--- config.mk ---
export PLATFORM = sky130hd
export DESIGN_NAME = wclk_nco
export DESIGN_NICKNAME = d
export VERILOG_FILES = /design/src/rtl/wclk_nco.sv
export SDC_FILE = /design/constraint.sdc
export NUM_CORES = 1
export LEC_CHECK = 0
export ABC_AREA = 1
export ABC_CLOCK_PERIOD_IN_PS = 3600
export BUFFER_PORTS_ARGS = -buffer_cell sky130_fd_sc_hd__buf_2
export CORE_ASPECT_RATIO = 0.7
export CORE_MARGIN = 4
export CORE_UTILIZATION = 40
export CTS_CLUSTER_SIZE = 25
export DETAILED_ROUTE_END_ITERATION = 10
export GPL_TIMING_DRIVEN = 0
export PLACE_DENSITY = 0.64
export SETUP_SLACK_MARGIN = 0.3
export SYNTH_ARGS = -nofsm -noshare
export SYNTH_HDL_FRONTEND = slang
export SYNTH_SLANG_ARGS = --single-unit
--- constraint.sdc ---
create_clock -name clk -period 3.6 [get_ports clk]
set_clock_uncertainty 0.15 [all_clocks]
set_input_delay 0.18 -clock clk [delete_from_list [all_inputs] [get_ports clk]]
set_output_delay 0.18 -clock clk [all_outputs]
set_load 0.03 [all_outputs]
--- src/rtl/wclk_nco.sv ---
module wclk_nco #(
  parameter int ACC_W  = 16,
  parameter int LO_OSR = 96,
  parameter int HI_OSR = 48
) (
  input  logic             clk,
  input  logic             rst_n,
  input  logic [ACC_W-1:0] step,
  input  logic             hi_rate,
  output logic             word_clk,
  output logic             sample_tick
);
  localparam int MAX_OSR = (LO_OSR > HI_OSR) ? LO_OSR : HI_OSR;
  localparam int CNT_W   = $clog2(MAX_OSR);

  logic [ACC_W-1:0] acc, step_q;
  logic             hi_q;
  logic [CNT_W-1:0] cnt, cnt_nxt, last, half;
  logic [ACC_W:0]   sum;
  logic             carry, cfg_chg, wrap;

  assign sum     = {1'b0, acc} + {1'b0, step};
  assign carry   = sum[ACC_W];
  assign cfg_chg = (step != step_q) || (hi_rate != hi_q);
  assign last    = hi_rate ? CNT_W'(HI_OSR - 1) : CNT_W'(LO_OSR - 1);
  assign half    = hi_rate ? CNT_W'(HI_OSR / 2) : CNT_W'(LO_OSR / 2);
  assign wrap    = carry && (cnt == last);
  assign cnt_nxt = wrap ? '0 : cnt + 1'b1;

  always_ff @(posedge clk or negedge rst_n) begin
    if (!rst_n) begin
      acc         <= '0;
      step_q      <= '0;
      hi_q        <= 1'b0;
      cnt         <= '0;
      word_clk    <= 1'b0;
      sample_tick <= 1'b0;
    end else begin
      step_q      <= step;
      hi_q        <= hi_rate;
      sample_tick <= 1'b0;
      if (cfg_chg) begin
        acc      <= '0;
        cnt      <= '0;
        word_clk <= 1'b0;
      end else begin
        acc <= sum[ACC_W-1:0];
        if (carry) begin
          cnt         <= cnt_nxt;
          word_clk    <= (cnt_nxt >= half);
          sample_tick <= wrap;
        end
      end
    end
  end
endmodule

==> results of run 1 <==
## area by class of cell
type | count | area (um2)
Sequential cell | 42 | 1050
Fill cell | 621 | 3190
Clock inverter | 3 | 43.8
Clock buffer | 5 | 68.8
Buffer | 1 | 11.3
Timing Repair Buffer | 38 | 280
Multi-Input combinational cell | 244 | 1460
Inverter | 48 | 180
Tap cell | 91 | 114
## state kept, by name, summed over array words and instances (netlist names)
signal and flops:
acc 16, step_q 16, cnt 7, hi_q 1, sample_tick 1, word_clk 1
## stage by stage
step / utilization [%] / std cells / hold slack [ns] / power [mW] / instance area [um2]
after floorplan: - / 335 / -0.266 / 0.552 / 2700
after global routing: 50.1 / 472 / 0.353 / 1.05 / 3210
after global placement: 45.5 / 446 / 0.180 / 0.594 / 2910
after CTS: 50.1 / 472 / 0.332 / 1.01 / 3210
after detailed placement: 45.5 / 446 / 0.185 / 0.598 / 2910
final: 50.1 / 472 / 0.330 / 0.997 / 3210
## worst max-delay path, cell delays in order
cell and delay [ns]:
dlygate4sd3_1 0.52, buf_2 0.13, ha_1 0.18, inv_1 0.06, fa_1 0.35, inv_1 0.08, nand2_1 0.07, nand2_1 0.10
nand3_1 0.09, nand2_2 0.14, nand2_2 0.09, nand2_4 0.15, nand2_4 0.09, inv_1 0.08, nor2_1 0.05, inv_1 0.07
ha_1 0.23, nand3_1 0.08, nand2_1 0.06, nand4_1 0.10, nand2_1 0.07, nand2_1 0.07, nand2_1 0.05
## kinds of logic (layout without fill, tap and decap cells)
kind of cell               count (synthesis)  count (layout)
and+or+nand+nor                          176             176
xor gates and xnor gates                  18              18
adders and majority gates                 21              21
AOI/OAI and AO/OA                         29              29
buffers and inverters                     49              95
DFF                                       42              42
## cells in the mapped netlist (all sizes together) (3+ instances only)
| library cell | count |
|---|---|
| ha | 20 |
| nand4 | 9 |
| a21o | 3 |
| o21ai | 6 |
| xor2 | 11 |
| inv | 48 |
| nor3 | 8 |
| nand3 | 11 |
| xnor2 | 7 |
| nor3b | 8 |
| dfrtp | 42 |
| nand2 | 89 |
| a21oi | 14 |
| nor2 | 43 |
## where the power goes
part | switching (mW) | total [mW] | internal (mW)
sequential | 0.00420 | 0.485 | 0.481
clock | 0.186 | 0.394 | 0.208
combinational | 0.0698 | 0.117 | 0.0474
## per-layer routing
layer | wire [um] | track usage [%] | up-vias
met3 | 292 | 3.02 | 8
met4 | 83 | 3.62 | 0
li1 | - | - | 1159
met5 | 0 | 0 | -
met2 | 2570 | 24.2 | 48
met1 | 3250 | 24.5 | 1013
## worst paths after layout
check | from | endpoint | slack [ns] | depth (start not counted)
worst min-delay path | word_clk | word_clk | 0.33 | 2
worst max register to register | acc[0] | word_clk | 0.74 | 21
max in group asynchronous | rst_n | acc[10] | 2.28 | 2
min in group asynchronous | rst_n | cnt[3] | 0.40 | 2
worst max-delay path | step[0] | word_clk | 0.54 | 23
worst min register to register | word_clk | word_clk | 0.33 | 2
## what timing repair did
| action | in CTS | in global routing |
|---|---|---|
| hold endpoints to repair | 59 | 0 |
| hold buffers | 18 | 0 |
| setup endpoints to repair | 0 | 0 |
==> flow_metrics.env, run 1 <==
export IMPL_seq_area_frac_synth_pct=38.9
export IMPL_yosys_warnings=0
export IMPL_dieHeight_um=76.7
export IMPL_place_ws_ns=0.784
export IMPL_routedWlPerCell_um=13.1
export IMPL_cts_sinks=42
export IMPL_worstPathArrival_ns=3.10
export IMPL_synth_compound_area_share_pct=6.40
export IMPL_final_cell_mix="84 x nand2_1, 46 x inv_1, 42 x dfrtp_1, 41 x nor2_1"
export IMPL_ant_nets=0
export IMPL_totalWireLength_um=6200
export IMPL_gp_congestion=0.841
export IMPL_drt_first_pass_iters=4
export IMPL_numPortBuffers=20
export IMPL_cts_root_buf="clkbuf_8"
export IMPL_worst_slack_ns=0.542
export IMPL_synth_fp_nets=375
export IMPL_cts_clk_slew_worst_paths_ns=0.08
export IMPL_drtIter0Drc=118
export IMPL_timing_worst_setup_path_type="input port to register"
export IMPL_hpwl_um=4680
export IMPL_drv_slew=0
export IMPL_tightest_slew_ns=0.965
export IMPL_final_nets=420
export IMPL_min_path_type="register to register"
export IMPL_grt_pass1_vias=2157
export IMPL_grt_max_degree=43
export IMPL_synthAdderAreaFrac_pct=10.0
export IMPL_synth_top_area_share_pct=38.9
export IMPL_ys_flop_type="dfrtp_1"
export IMPL_cts_tree="built"
export IMPL_fin_tns_setup_ns=0
export IMPL_hold_violations=0
export IMPL_synthArstFlopShare_pct=100
export IMPL_grt_pass1_wl_um=10500
export IMPL_n_antenna_cell=0
export IMPL_synthXorXnorAreaFrac_pct=5.84
export IMPL_vias_per_cell=4.72
export IMPL_yosys_area_top_type="dfrtp_1"
export IMPL_core_area_mm2=0.00640
export IMPL_status="complete, no violations"
export IMPL_p_leak_nw=1.72
export IMPL_ioPinCount=21
export IMPL_slew_headroom_pct=35.7
export IMPL_setup_viol=0
export IMPL_drv_cap=0
export IMPL_cts_repair_resize_count=0
export IMPL_start_kind="input port"
export IMPL_finalCritPeriodShare_pct=85.0
export IMPL_numCtsBuffers=5
export IMPL_syn_instance_count=335
export IMPL_ys_top_cells_by_area="dfrtp_1 39%, nand2_1 12%, ha_1 9.3%"
export IMPL_fp_dieW_um=106
export IMPL_crit_fanout=8
export IMPL_synth_area_mux_share_pct=0
export IMPL_crit_path_end_kind="register"
export IMPL_critical_path_required_ns=3.64
export IMPL_max_freq_ghz=0.327
export IMPL_initial_utilization_pct=42.2
export IMPL_drcViolationCount=0
export IMPL_syn2layout_area_growth_pct=18.8
export IMPL_rsz0062_at_grt="false"
export IMPL_post_cts_buffers=0
export IMPL_via_count=2228
export IMPL_clockBufferDepth=2
export IMPL_power_density_mw_per_mm2=311
export IMPL_rows=24
export IMPL_drive_gt1_share_pct=13.4
export IMPL_gr_total_overflow=0
export IMPL_fin_crit_ns=3.06
export IMPL_track_usage_pct=16.3
export IMPL_synth_top_family_by_area="simple AND/OR/NAND/NOR gates"
export IMPL_h_tree_depth=2
export IMPL_yosysUniqueCellTypes=35
export IMPL_final_common_cell="nand2_1"
export IMPL_synth_edf_count=0
export IMPL_yosys_area_share_simple_pct=31.7
export IMPL_ir_worst_vdd_v=0.000170
export IMPL_syn_area_mm2=0.00270
export IMPL_avgSynthCellArea_um2=8.06
export IMPL_die_area_mm2=0.00815
export IMPL_insertion_delay_ns=0.30
export IMPL_antenna_found_initial=0
export IMPL_ys_ff_latch=42
Power figures use the tool's default switching activity.
==> run 2: changes to the inputs <==
ABC_AREA = 0   (was 1)
ABC_CLOCK_PERIOD_IN_PS = 2700   (was 3600)
PLACE_DENSITY = 0.66   (was 0.64)
clock period = 2.7 ns   (was 3.6 ns; I/O delays follow)
==> run 2 against run 1 <==
Against the previous run: largest cell class unchanged; synthesized area shrank 12%; the run now ends with negative setup slack left; cell area decreased by 2.6%; total power grew 21%.
==> flow_metrics.env, run 2 <==
export IMPL_reg_largest_list="acc (16), step_q (16), cnt (7)"
export IMPL_synth_common_cells="42 x dfrtp_1, 27 x nor2_1, 20 x ha_1"
export IMPL_insertion_delay_ns=0.30
export IMPL_fin_tns_setup_ns=-0.898
export IMPL_ys_flop_type="dfrtp_1"
export IMPL_hpwl_um=3670
export IMPL_worstPathCellList="ha_4 -> inv_2 -> fa_2 -> nand2b_4 -> a21oi_4 -> o41ai_4 -> o21ai_4 -> a31oi_1 -> ha_1 -> a21boi_2 -> mux2i_1 -> a22oi_1 -> nor3_1 -> nor3_1"
export IMPL_cts_sinks=42
export IMPL_final_cell_count_no_fill=363
export IMPL_p_leak_nw=1.41
export IMPL_syn_instance_count=229
export IMPL_drv_slew=0
export IMPL_setup_viol=6
export IMPL_worst_slack_ns=-0.250
export IMPL_cp_num_buf_inv=1
export IMPL_crit_path_end_kind="register"
export IMPL_gr_total_overflow=0
export IMPL_power_density_mw_per_mm2=385
export IMPL_fp_dieW_um=100
export IMPL_drtIter0Drc=98
export IMPL_cts_clk_slew_worst_paths_ns=0.10
export IMPL_routedWlPerCell_um=15.5
export IMPL_cp_common_cell="nor3_1"
export IMPL_drv_cap=0
export IMPL_max_freq_ghz=0.339
export IMPL_via_count=1885
export IMPL_h_tree_depth=2
export IMPL_seq_area_frac_synth_pct=44.1
export IMPL_ioPinCount=21
export IMPL_ys_top_cells_by_area="dfrtp_1 44%, ha_1 10%, xnor2_1 7.0%"
export IMPL_crit_family="compound AO/OA/AOI/OAI gates"
export IMPL_drt_first_pass_iters=4
export IMPL_grt_pass1_vias=1873
export IMPL_finalPower_mw=1.20
export IMPL_rsz0062_at_grt="true"
export IMPL_cts_tree="built"
export IMPL_ys_ff_latch=42
export IMPL_status="finished with violations"
export IMPL_synth_edf_count=0
export IMPL_gp_congestion=0.850
export IMPL_dieHeight_um=72.6
export IMPL_place_inst=324
export IMPL_track_usage_pct=15.8
export IMPL_finalCritPeriodShare_pct=109
export IMPL_slew_headroom_pct=38.4
export IMPL_ir_worst_vdd_v=0.000268
export IMPL_fin_crit_ns=2.95
export IMPL_critical_path_required_ns=2.76
export IMPL_yosysUniqueCellTypes=44
export IMPL_synthArstFlopShare_pct=100
export IMPL_synth_fp_nets=269
export IMPL_drive_gt1_share_pct=22.6
export IMPL_core_area_mm2=0.00576
export IMPL_start_kind="register"
export IMPL_avgSynthCellArea_um2=10.4
export IMPL_worstPathArrival_ns=3.01
export IMPL_drcViolationCount=0
export IMPL_failed_checks="negative setup slack"
export IMPL_grt_pass1_wl_um=9190
export IMPL_final_common_cell="dfrtp_1"
export IMPL_numPortBuffers=20
export IMPL_grt_max_degree=43
export IMPL_yosys_warnings=0
export IMPL_hold_violations=0
export IMPL_timing_worst_setup_path_type="register to register"
export IMPL_crit_path_max_incr_delay_ns=0.38
export IMPL_totalWireLength_um=5630
export IMPL_yosys_area_top_type="dfrtp_1"
export IMPL_n_antenna_cell=0
export IMPL_min_path_type="input port to register"
export IMPL_ant_nets=0
export IMPL_vias_per_cell=5.19
export IMPL_final_nets=327
export IMPL_clockBufferDepth=2
export IMPL_rows=23
export IMPL_numCtsBuffers=5
export IMPL_syn2layout_area_growth_pct=31.0
export IMPL_syn_area_mm2=0.00238
export IMPL_antenna_found_initial=0
export IMPL_cts_root_buf="clkbuf_8"
export IMPL_yosysMostFrequentCell="dfrtp_1"
export IMPL_final_cell_mix="42 x dfrtp_1, 26 x nor2_1, 20 x buf_2, 19 x xnor2_1, 18 x dlygate4sd3_1"
export IMPL_synth_top_area_share_pct=44.1
export IMPL_initial_utilization_pct=41.4
export IMPL_die_area_mm2=0.00728
export IMPL_crit_fanout=4
export IMPL_cp_slowest_cell="dfrtp_1"
export IMPL_tightest_slew_ns=0.924
-- run 2: path summary, 6_finish.rpt --
| kind | start | endpoint | slack, ns | cells past startpoint |
|---|---|---|---|---|
| min in group asynchronous | rst_n | step_q[0] | 0.36 | 2 |
| max in group asynchronous | rst_n | step_q[15] | 1.45 | 2 |
| worst min register to register | cnt[1] | cnt[1] | 0.45 | 2 |
| worst max-delay path | acc[0] | word_clk | -0.25 | 14 |
| worst min-delay path | step[0] | acc[0] | 0.12 | 4 |
| worst max register to register | acc[0] | word_clk | -0.25 | 14 |
-- run 2: area by class of cell --
type                       instances  area (um2)
fill                             521        2630
buffer                             3        18.8
timing repair buffer              51         397
clock inverter                     3        23.8
sequential                        42        1050
tap                               75        93.8
inverter                           6        22.5
clock buffer                       5        68.8
multi-input combinational        178        1450
-- run 2: report_power, final --
group	leakage, nW	internal [mW]	switching [mW]
Clock	0.0408	0.185	0.231
Sequential	0.548	0.641	0.00547
Combinational	0.824	0.0655	0.0732
-- run 2: per-stage QoR --
stage | setup WS [ns] | util [%] | hold WS [ns] | area [um2]
finish | -0.250 | 54.2 | 0.115 | 3120
global route | -0.461 | 54.2 | 0.146 | 3120
CTS | -0.240 | 53.2 | 0.118 | 3060
detailed placement | -0.289 | 45.6 | 0.138 | 2620
global placement | -0.275 | 45.6 | 0.137 | 2620
floorplan | -0.0191 | - | -0.311 | 2430
-- run 2: worst min-delay path, delay by kind of cell --
family / cells / cell delay, ns
buffers and inverters: 2 / 0.16
adders and majority gates: 1 / 0.13
and+or+nand+nor: 1 / 0.09
-- run 2: logic make-up after synthesis --
group                    after synthesis  share of synthesized area, %
adder cells (fa/ha/maj)               21                          11.3
AND/OR/NAND/NOR                       72                          15.1
flip-flops                            42                          44.1
multiplexers                           2                         0.840
buffers and inverters                  9                          1.73
AO/OA/AOI/OAI                         49                          14.4
XOR/XNOR                              34                          12.5
-- run 2: what timing repair did --
item | in CTS | in global routing
endpoints found under the hold margin | 59 | 0
gates resized for setup | 13 | 6
hold buffers | 18 | 0
cloned | 0 | 0
pin swaps | 7 | 7
endpoints found under the setup margin | 8 | 12
buffers inserted | 11 | 2
-- run 2: routing by layer --
layer | wire [um] | vias up | track usage, %
met2 | 2510 | 36 | 24.4
met5 | 0 | - | 0
met4 | 29 | 0 | 3.44
li1 | - | 930 | -
met1 | 2840 | 915 | 22.8
met3 | 252 | 4 | 3.53
